`src/rtl/tag_pkg.sv`:
```
package tag_pkg;

    typedef enum logic [1:0] {
        LAY_LINEAR = 2'd0,
        LAY_WIDE   = 2'd1,
        LAY_NARROW = 2'd2,
        LAY_SUB4K  = 2'd3
    } layout_e;

    // Which of address bits 9, 10, 11 feed bit 6 (bit 0 of result = bit 9).
    function automatic logic [2:0] swz_taps(input logic [2:0] mode);
        case (mode)
            3'd1:    return 3'b001;
            3'd2:    return 3'b011;
            3'd3:    return 3'b101;
            3'd4:    return 3'b111;
            default: return 3'b000;
        endcase
    endfunction

    function automatic logic swz_legal(input logic [2:0] mode);
        return mode <= 3'd4;
    endfunction

    // Groups 4..7 and 8..11 of each 16 trade places: swap bits 2 and 3.
    function automatic logic [5:0] subtile_swap(input logic [5:0] s);
        return {s[5:4], s[2], s[3], s[1:0]};
    endfunction

endpackage

```
`src/rtl/tag_layout_map.sv`:
```
module tag_layout_map #(
    parameter int COORD_W  = 17,
    parameter int STRIDE_W = 16,
    parameter int ADDR_W   = 32
) (
    input  logic [1:0]          layout,
    input  logic                bpp32,
    input  logic [STRIDE_W-1:0] stride,
    input  logic [COORD_W-1:0]  px,
    input  logic [COORD_W-1:0]  py,
    output logic [ADDR_W-1:0]   byte_addr
);
    import tag_pkg::*;

    logic [ADDR_W-1:0] bx, ya, sa;
    logic [ADDR_W-1:0] lin_a, wide_a, base32, narrow_a, sub_a;
    logic [5:0]        sub_raw, sub_map;

    always_comb begin
        bx = ADDR_W'(px) << (bpp32 ? 2 : 1);
        ya = ADDR_W'(py);
        sa = ADDR_W'(stride);

        lin_a  = ya * sa + bx;

        wide_a = (((ya >> 3) * sa) << 3) + ((bx >> 9) << 12)
               + ((ya & ADDR_W'(7)) << 9) + (bx & ADDR_W'(511));

        base32 = (((ya >> 5) * sa) << 5) + ((bx >> 7) << 12);

        narrow_a = base32 + (((bx >> 4) & ADDR_W'(7)) << 9)
                 + ((ya & ADDR_W'(31)) << 4) + (bx & ADDR_W'(15));

        sub_raw = {ya[4:2], bx[6:4]};
        sub_map = subtile_swap(sub_raw);
        sub_a   = base32 + (ADDR_W'(sub_map) << 6)
                + ((ya & ADDR_W'(3)) << 4) + (bx & ADDR_W'(15));

        case (layout_e'(layout))
            LAY_WIDE:   byte_addr = wide_a;
            LAY_NARROW: byte_addr = narrow_a;
            LAY_SUB4K:  byte_addr = sub_a;
            default:    byte_addr = lin_a;
        endcase
    end

endmodule

```
`src/rtl/tag_bit6_swz.sv`:
```
module tag_bit6_swz #(
    parameter int ADDR_W = 32
) (
    input  logic [2:0]        mode,
    input  logic [ADDR_W-1:0] addr_in,
    output logic [ADDR_W-1:0] addr_out
);
    import tag_pkg::*;

    localparam int N_TAPS   = 3;
    localparam int TAP_BASE = 9;

    logic [2:0]        taps;
    logic [N_TAPS-1:0] hit;

    assign taps = swz_taps(mode);

    for (genvar b = 0; b < N_TAPS; b++) begin : g_tap
        assign hit[b] = taps[b] & addr_in[TAP_BASE + b];
    end

    assign addr_out = {addr_in[ADDR_W-1:7], addr_in[6] ^ (^hit), addr_in[5:0]};

endmodule

```
`src/rtl/tile_addr_gen.sv`:
```
module tile_addr_gen #(
    parameter int COORD_W  = 16,
    parameter int STRIDE_W = 16,
    parameter int ADDR_W   = 32
) (
    input  logic                clk,
    input  logic                rst_n,
    input  logic                start,
    input  logic [COORD_W-1:0]  rect_x,
    input  logic [COORD_W-1:0]  rect_y,
    input  logic [COORD_W-1:0]  rect_w,
    input  logic [COORD_W-1:0]  rect_h,
    input  logic [STRIDE_W-1:0] stride,
    input  logic [1:0]          layout,
    input  logic [2:0]          swz_mode,
    input  logic                bpp32,
    output logic                out_valid,
    input  logic                out_ready,
    output logic [ADDR_W-1:0]   out_index,
    output logic                done,
    output logic                cfg_err
);
    import tag_pkg::*;

    localparam int PW = COORD_W + 1;

    typedef struct packed {
        logic                active;
        logic [PW-1:0]       cx;
        logic [PW-1:0]       cy;
        logic [PW-1:0]       x_first;
        logic [PW-1:0]       x_last;
        logic [PW-1:0]       y_last;
        logic [1:0]          lay;
        logic [2:0]          swz;
        logic                b32;
        logic [STRIDE_W-1:0] strd;
        logic                ov;
        logic [ADDR_W-1:0]   oidx;
        logic                olast;
        logic                done;
        logic                err;
    } st_t;

    st_t q, d;

    logic [ADDR_W-1:0] raw_addr, swz_addr, pix_idx;
    logic [2:0]        eff_swz;
    logic              at_last, cfg_ok, stride_ok, empty;

    tag_layout_map #(
        .COORD_W (PW),
        .STRIDE_W(STRIDE_W),
        .ADDR_W  (ADDR_W)
    ) i_map (
        .layout   (q.lay),
        .bpp32    (q.b32),
        .stride   (q.strd),
        .px       (q.cx),
        .py       (q.cy),
        .byte_addr(raw_addr)
    );

    assign eff_swz = (layout_e'(q.lay) == LAY_WIDE || layout_e'(q.lay) == LAY_NARROW)
                   ? q.swz : 3'd0;

    tag_bit6_swz #(.ADDR_W(ADDR_W)) i_swz (
        .mode    (eff_swz),
        .addr_in (raw_addr),
        .addr_out(swz_addr)
    );

    assign pix_idx = swz_addr >> (q.b32 ? 2 : 1);
    assign at_last = (q.cx == q.x_last) && (q.cy == q.y_last);

    always_comb begin
        case (layout_e'(layout))
            LAY_WIDE:   stride_ok = (stride & STRIDE_W'(511)) == '0;
            LAY_NARROW,
            LAY_SUB4K:  stride_ok = (stride & STRIDE_W'(127)) == '0;
            default:    stride_ok = 1'b1;
        endcase
        cfg_ok = stride_ok && swz_legal(swz_mode)
              && !(layout_e'(layout) == LAY_SUB4K && swz_mode != 3'd0);
        empty  = (rect_w == '0) || (rect_h == '0);
    end

    always_comb begin
        d      = q;
        d.done = 1'b0;
        d.err  = 1'b0;

        // Consumer takes the held index.
        if (q.ov && out_ready) begin
            d.ov = 1'b0;
            if (q.olast) begin
                d.done = 1'b1;
            end
        end

        // Refill the output register while walking.
        if (q.active && (!q.ov || out_ready)) begin
            d.ov    = 1'b1;
            d.oidx  = pix_idx;
            d.olast = at_last;
            if (at_last) begin
                d.active = 1'b0;
            end else if (q.cx == q.x_last) begin
                d.cx = q.x_first;
                d.cy = q.cy + PW'(1);
            end else begin
                d.cx = q.cx + PW'(1);
            end
        end

        // Accept a new rectangle only when fully idle.
        if (start && !q.active && !q.ov) begin
            d.lay  = layout;
            d.swz  = swz_mode;
            d.b32  = bpp32;
            d.strd = stride;
            if (!cfg_ok) begin
                d.err = 1'b1;
            end else if (empty) begin
                d.done = 1'b1;
            end else begin
                d.active  = 1'b1;
                d.cx      = PW'(rect_x);
                d.cy      = PW'(rect_y);
                d.x_first = PW'(rect_x);
                d.x_last  = PW'(rect_x) + PW'(rect_w) - PW'(1);
                d.y_last  = PW'(rect_y) + PW'(rect_h) - PW'(1);
            end
        end
    end

    always_ff @(posedge clk) begin
        if (!rst_n) begin
            q <= '0;
        end else begin
            q <= d;
        end
    end

    assign out_valid = q.ov;
    assign out_index = q.oidx;
    assign done      = q.done;
    assign cfg_err   = q.err;

endmodule

```
`config.mk`:
```
export PLATFORM = sky130hd
export DESIGN_NAME = tile_addr_gen
export DESIGN_NICKNAME = d
export VERILOG_FILES = /design/src/rtl/tag_pkg.sv /design/src/rtl/tag_layout_map.sv /design/src/rtl/tag_bit6_swz.sv /design/src/rtl/tile_addr_gen.sv
export SDC_FILE = /design/constraint.sdc
export NUM_CORES = 2
export LEC_CHECK = 0
export ABC_AREA = 1
export CORE_ASPECT_RATIO = 1.1
export CORE_MARGIN = 2
export CORE_UTILIZATION = 58
export CTS_BUF_LIST = sky130_fd_sc_hd__clkbuf_16
export CTS_CLUSTER_DIAMETER = 200
export DETAILED_ROUTE_END_ITERATION = 8
export PLACE_DENSITY = 0.8
export RECOVER_POWER = 50
export SLEW_MARGIN = 5
export SYNTH_ARGS = -nofsm -noshare
export SYNTH_HDL_FRONTEND = slang
export SYNTH_SLANG_ARGS = --single-unit
```
`constraint.sdc`:
```
create_clock -name clk -period 8.11 [get_ports clk]
set_clock_uncertainty 0.2 [all_clocks]
set_input_delay 1.2165 -clock clk [delete_from_list [all_inputs] [get_ports clk]]
set_output_delay 1.2165 -clock clk [all_outputs]
set_load 0.01 [all_outputs]
```
* After elaboration in Yosys (flattened, before gate mapping)
Index checks and enable logic that the tools add are counted.
** Storage, ports and cells
- RAM bits :: 0
- Input port bits :: 90
- Output and inout bits :: 35
- ROM bits :: 0
- Register bits :: 143
- Logic and storage cells :: 100
- Memories kept :: 0
- Bits in latches :: 0
** Operators by class
- Divide/modulo/power cells :: 0
- Multiply operators :: 3
- Reduce and logical (&&, ||, !) cells :: 24
- $add $sub $neg :: 17
- Muxes and demuxes :: 21
- Shifts and indexed selects :: 2
- Order comparisons :: 1
- Bitwise logic cells :: 5
- Equality and inequality tests :: 12
** Operators with widths (count)
- 2-to-1 mux 86 bit :: 2
- 2-to-1 mux 108 bit :: 1
- adder 32 x 12 -> 32 bit :: 3
- adder 32 bit :: 3
- case mux 32 bit (3 select lines) :: 1
- 2-to-1 mux 34 bit :: 2
- adder 32 x 4 -> 32 bit :: 2
- adder 32 x 9 -> 32 bit :: 2
- zero test 16 bit :: 4
- 2-to-1 mux 35 bit :: 1
- adder 16 x 16 -> 17 bit :: 2
- adder 17 x 1 -> 17 bit (second input constant) :: 2
- == test 17 bit :: 2
- 2-to-1 mux 17 bit :: 2
- subtractor 17 x 1 -> 17 bit (second input constant) :: 2
- adder 32 x 6 -> 32 bit :: 1
- multiplier 17 x 16 -> 32 bit :: 1
- << shifter 17 x 2 -> 32 bit :: 1
- >> shifter 32 x 2 -> 32 bit :: 1
- multiplier 14 x 16 -> 29 bit :: 1
- multiplier 12 x 16 -> 27 bit :: 1
- case mux 3 bit (4 select lines) :: 1
- == test 2 bit (second input constant) :: 4
- logical AND 1 bit :: 8
- 20 further kinds :: 35

* Longest topological paths before layout
- Word-level depth :: 12
- Gate-level depth with buffers :: 48
- Gate-level depth less buffers :: 46

* Modules after synthesis
From an unflattened synthesis, not the netlist that was laid out.
** Second synthesis, totals
- Cells, all modules :: 4732
- Area, all modules :: 32758.9 um2
** Modules (own cells, without submodules)
- tag_layout_map :: area each 22673.0 um2, cells each 3167, times used 1, seq. area each 0.0 um2
- tile_addr_gen :: area each 9743.1 um2, cells each 1508, times used 1, seq. area each 2862.7 um2
- tag_bit6_swz :: area each 342.8 um2, cells each 57, times used 1, seq. area each 0.0 um2

* Worst setup path after synthesis
Ideal clock, no wire load.
- Path kind :: reg-to-reg
- Start :: register q[115] (netlist name)
- End :: register q (netlist bit out_index[25])
- Library setup time :: 0.057 ns
- Stages on the path, launching flop included :: 42
- Buffers on the path :: 2
- Required time :: 7.853 ns
- Clock period less this slack :: 7.582 ns
- Data arrival time :: 7.325 ns
- Path slack :: 0.528 ns
- Cell sequence :: dfxtp_1 > clkbuf_1 > buf_1 > nand2_1 > fa_1 > inv_1 > fa_1 > inv_1 > fa_1 > inv_1 > fa_1 > inv_1 > fa_1 > inv_1 > fa_1 > ha_1 > nand2_1 > nand2_1 > [6 not listed] > nand2_1 > nor4_1 > nand4_1 > nand3_1 > nand3_1 > nand2_1 > nand2_1 > nand2_1 > nand2_1 > nand2_1 > nand3_1 > nand3_1 > nand2_1 > o21ai_2 > nand2_1 > nand3_1 > nand2_1 > inv_1
** Between the ends
- Longest elaborated chain between the ends :: 10
- Elaborated cells between the ends (all ways) :: 21
- Those cells by class :: 11 x add/sub; 3 x mul; 1 x shift; 1 x mux; 4 x bitwise; 1 x reduce/logical
** RTL lines
- from (decl) :: RTL line tile_addr_gen.sv:45 : st_t q, d;
- from (signal assigned) :: RTL line tile_addr_gen.sv:139 : q <= '0;
- from (signal assigned) :: RTL line tile_addr_gen.sv:141 : q <= d;
- multiplier 12 x 16 -> 27 bit :: RTL line tag_layout_map.sv:29 : base32 = (((ya >> 5) * sa) << 5) + ((bx >> 7) << 12);
- adder 32 bit :: RTL line tag_layout_map.sv:29
- adder 32 x 12 -> 32 bit, on equally long branches :: RTL line tag_layout_map.sv:36, tag_layout_map.sv:31
- adder 32 x 6 -> 32 bit / adder 32 x 9 -> 32 bit (equally long branches) :: RTL line tag_layout_map.sv:37, tag_layout_map.sv:32
- adder 32 x 4 -> 32 bit, on equally long branches :: RTL line tag_layout_map.sv:37, tag_layout_map.sv:32
- case mux 32 bit (3 select lines) (*) :: RTL line tag_layout_map.sv:39 : case (layout_e'(layout))
- bitwise AND 1 bit :: RTL line tag_bit6_swz.sv:19 : assign hit[b] = taps[b] & addr_in[TAP_BASE + b];
- XOR reduction 3 bit :: RTL line tag_bit6_swz.sv:22 : assign addr_out = {addr_in[ADDR_W-1:7], addr_in[6] ^ (^hit), addr_in[5:0]};
- XOR 1 bit :: RTL line tag_bit6_swz.sv:22
- >> shifter 32 x 2 -> 32 bit (*) :: RTL line tile_addr_gen.sv:73 : assign pix_idx = swz_addr >> (q.b32 ? 2 : 1);
Mark *: on every way between the ends. The rest lies on a longest branch, timed or not.
A chain may end at the register's enable or synchronous reset.

* Worst setup path in the final report
- Start :: register q[40] (netlist name)
- End :: register q (netlist bit out_index[24])
Same word-level chain as after synthesis.

==> impl_metrics.csv <==
group,metric,value,unit
outcome,status,"complete, but fails checks",
outcome,violations,"capacitance limit, slew limit",
cts,cts_tree,"yes",
cells_and_area,diodes,0,
global_route,grt_overflow,0,
synthesis,syn_area,0.0315,mm²
die,io_pins,125,
cts,h-tree-depth,4,
power,p_total,4.95,mW
power,p_seq_share,20.2,%
die,start_util,58.8,%
synthesis,synth-seq-cells,143,
power,p_comb_share,63.1,%
synthesis,synth_adder_area_share,39.9,%
detailed_routing,totalWireLength,101000,µm
worst_setup_path,cpMaxStageDelayCell,"fa_1",
detailed_routing,vias_per_cell,5.49,
sta,fin_crit,7.72,ns
global_route,grt_pass1_wl,158000,µm
worst_setup_path,startpoint,"q[40]",
synthesis,synth_compound_area_share,10.8,%
cells_and_area,final_layout_size_suffix_gt1_share,6.28,%
die,die_x,226,µm
detailed_routing,ant_nets,0,
cts,cts_buffers,17,
synthesis,synth.area.mux_share,0.0317,%
synthesis,ys_seq_area_share,9.08,%
power,switching_share,53.9,%
cts,insertion_delay,0.46,ns
global_route,grt_max_degree,50,
global_route,antenna_found_initial,0,
cells_and_area,regArea,0.00289,mm²
cts,clk_path_buf_depth,2,
worst_setup_path,max_stage_delay,0.60,ns
worst_setup_path,critPathKind,"reg2reg",
synthesis,synth.distinct_cells,63,
worst_setup_path,crit_fanout,12,
sta,finalMaxSlewViolations,18,
place,dp_hpwl,86900,µm
synthesis,synthCells,4430,
synthesis,synth_top_family_by_area,"adder cells",
cts,hold_buffers,0,
power,powerDensity,144,mW/mm²
worst_setup_path,r2r-start,"q[40]",
flow_run,maxCapViolCount,1,
die,fp.dieArea,0.0563,mm²
global_route,gr-usage-all-layers,36.7,%
worst_setup_path,end_kind,"flop",
place,place.gp.congestion,1.03,
worst_setup_path,crit_top_cell,"nand2_1",
cts,root_buffer,"clkbuf_16",
detailed_routing,drt-initial-drc-count,2709,
sta,report.final.hold_viol_count,0,
cells_and_area,multi_input_area,0.0237,mm²
cells_and_area,fillers,4974,
power,power.switching,2.67,mW
worst_setup_path,worst_r2r_path_depth,32,
worst_hold_path,hp-start,"out_index[31]",
sta,setup_violations,0,
cts,clk_pin_slew,0.07,ns
cells_and_area,layout.cells.most_common_list,"inv_1, nand2_1, fa_1",
synthesis,synth_flop_cell,"dfxtp_1",
die,die_y,249,µm
place,place_area,0.0336,mm²
synthesis,synth_warnings,0,
die,coreArea,0.0537,mm²
cts,postCtsSetupBuffers,0,
detailed_routing,dr.pass1.iters,6,
detailed_routing,vias,28789,
synthesis,synthArstFlopShare,0,%
power,clockPowerShare,16.7,%
synthesis,synth_edf_count,0,
sta,maxSlewHeadroom,-4.01,%
global_route,grt_pass1_vias,28801,
detailed_routing,drc,0,
die,row_count,89,
worst_setup_path,worst-endpoint-required,8.23,ns
cells_and_area,stdcell_area,0.0344,mm²
sta,period_share,95.2,%
synthesis,syn_area_per_cell,7.12,µm²
cts,cts_sinks,143,
worst_hold_path,hold_depth,2,
synthesis,synth_xor_area_share,3.72,%
sta,tightest_slew,1.56,ns
cells_and_area,syn_to_final_growth,8.95,%
detailed_routing,avgRoutedWirePerCell,19.3,µm
worst_setup_path,startpoint_type,"flop",
worst_hold_path,hold_class,"reg2reg",
power,peakVddDrop,0.182,mV
power,leakage,19.2,nW
cells_and_area,fin_nets,5351,
sta,fmax,129,MHz
cells_and_area,final_common_cell,"inv_1",
synthesis,synth_simple_gate_area_share,20.5,%
place,portBuffers,124,
power,p_int,2.28,mW
cts,cts.repair.resized,0,
worst_setup_path,cp.arrival,7.84,ns
-- per-stage QoR --
stage,hold slack (ns),std cells,utilization (%),worst slack [ns],TNS (ns)
after floorplan,0.215,4433,-,0.528,0
after global placement,0.236,5215,62.7,0.282,0
after detailed placement,0.238,5215,62.7,0.100,0
after CTS,0.252,5247,63.8,0.0732,0
after global routing,0.283,5247,64.0,-0.0254,-0.0456
final,0.247,5247,64.0,0.387,0
-- final timing paths --
path                                      end  slack (ns)
worst max-delay path            out_index[24]        0.39
worst min-delay path            out_index[31]        0.25
worst max register to register  out_index[24]        0.39
worst min register to register  out_index[31]        0.25
-- layout make-up --
cell class | count | share of cell area (%)
multi-input combinational | 2984 | 69.1
inverter | 1148 | 12.5
sequential | 143 | 8.41
timing repair buffer | 212 | 5.55
tap | 728 | 2.65
clock buffer | 17 | 1.24
clock inverter | 15 | 0.542
-- cells by family after synthesis --
| kind of cell | Yosys count |
|---|---|
| muxes | 1 |
| AOI/OAI and AO/OA | 598 |
| buffers and inverters | 1306 |
| and+or+nand+nor | 1492 |
| adders and majority gates | 755 |
| xor gates and xnor gates | 134 |
| other | 1 |
| DFF | 143 |
-- state kept, by name (all words and copies together) (netlist names) --
| name | count |
|---|---|
| done | 1 |
| cfg_err | 1 |
| q | 108 |
| out_valid | 1 |
| out_index | 32 |
-- cells in the mapped netlist, types with 15 or more instances --
master    instances  area [µm²]
inv_1          1119        4200
nand2_1         881        3310
fa_1            418        8370
ha_1            337        4220
o21ai_0         212        1060
a21oi_1         211        1060
nand3_1         208        1040
nor2_1          202         758
dfxtp_1         143        2860
clkbuf_1         94         353
xor2_1           89         780
nand4_1          50         313
xnor2_1          45         394
buf_4            34         255
nand2_2          28         175
nor3_1           28         140
inv_2            27         101
a31oi_1          25         156
nor2_2           25         156
o22ai_1          25         156
o21bai_1         22         165
buf_1            19        71.3
o211ai_1         17         128
nor4_1           16         100
or2_2            15        93.8
-- power groups by stage --
stage / clock network, mW / registers, mW / logic [mW]
3_3_place_gp: 0 / 0.998 / 3.02
2_1_floorplan: 0 / 0.898 / 2.06
3_5_place_dp: 0 / 0.999 / 3.06
4_1_cts: 0.831 / 0.985 / 3.08
6_report: 0.826 / 0.998 / 3.12
5_1_grt: 0.854 / 1.01 / 3.44
-- metal layers --
layer	share of wire [%]	GRT usage, %
met3	7.5	5.52
met1	40	46.3
met4	7.1	21.2
met5	0	0
met2	46	59.7
-- critical path, delay by kind of cell (launching register included) --
kind                     cells  cell delay (ns)
AO/OA/AOI/OAI                9             1.73
XOR/XNOR                     1             0.20
adder cells (fa/ha/maj)      8             3.56
buffers and inverters        4             0.45
flip-flops                   1             0.44
AND/OR/NAND/NOR             10             1.01
(Power assumes the default switching activity.)
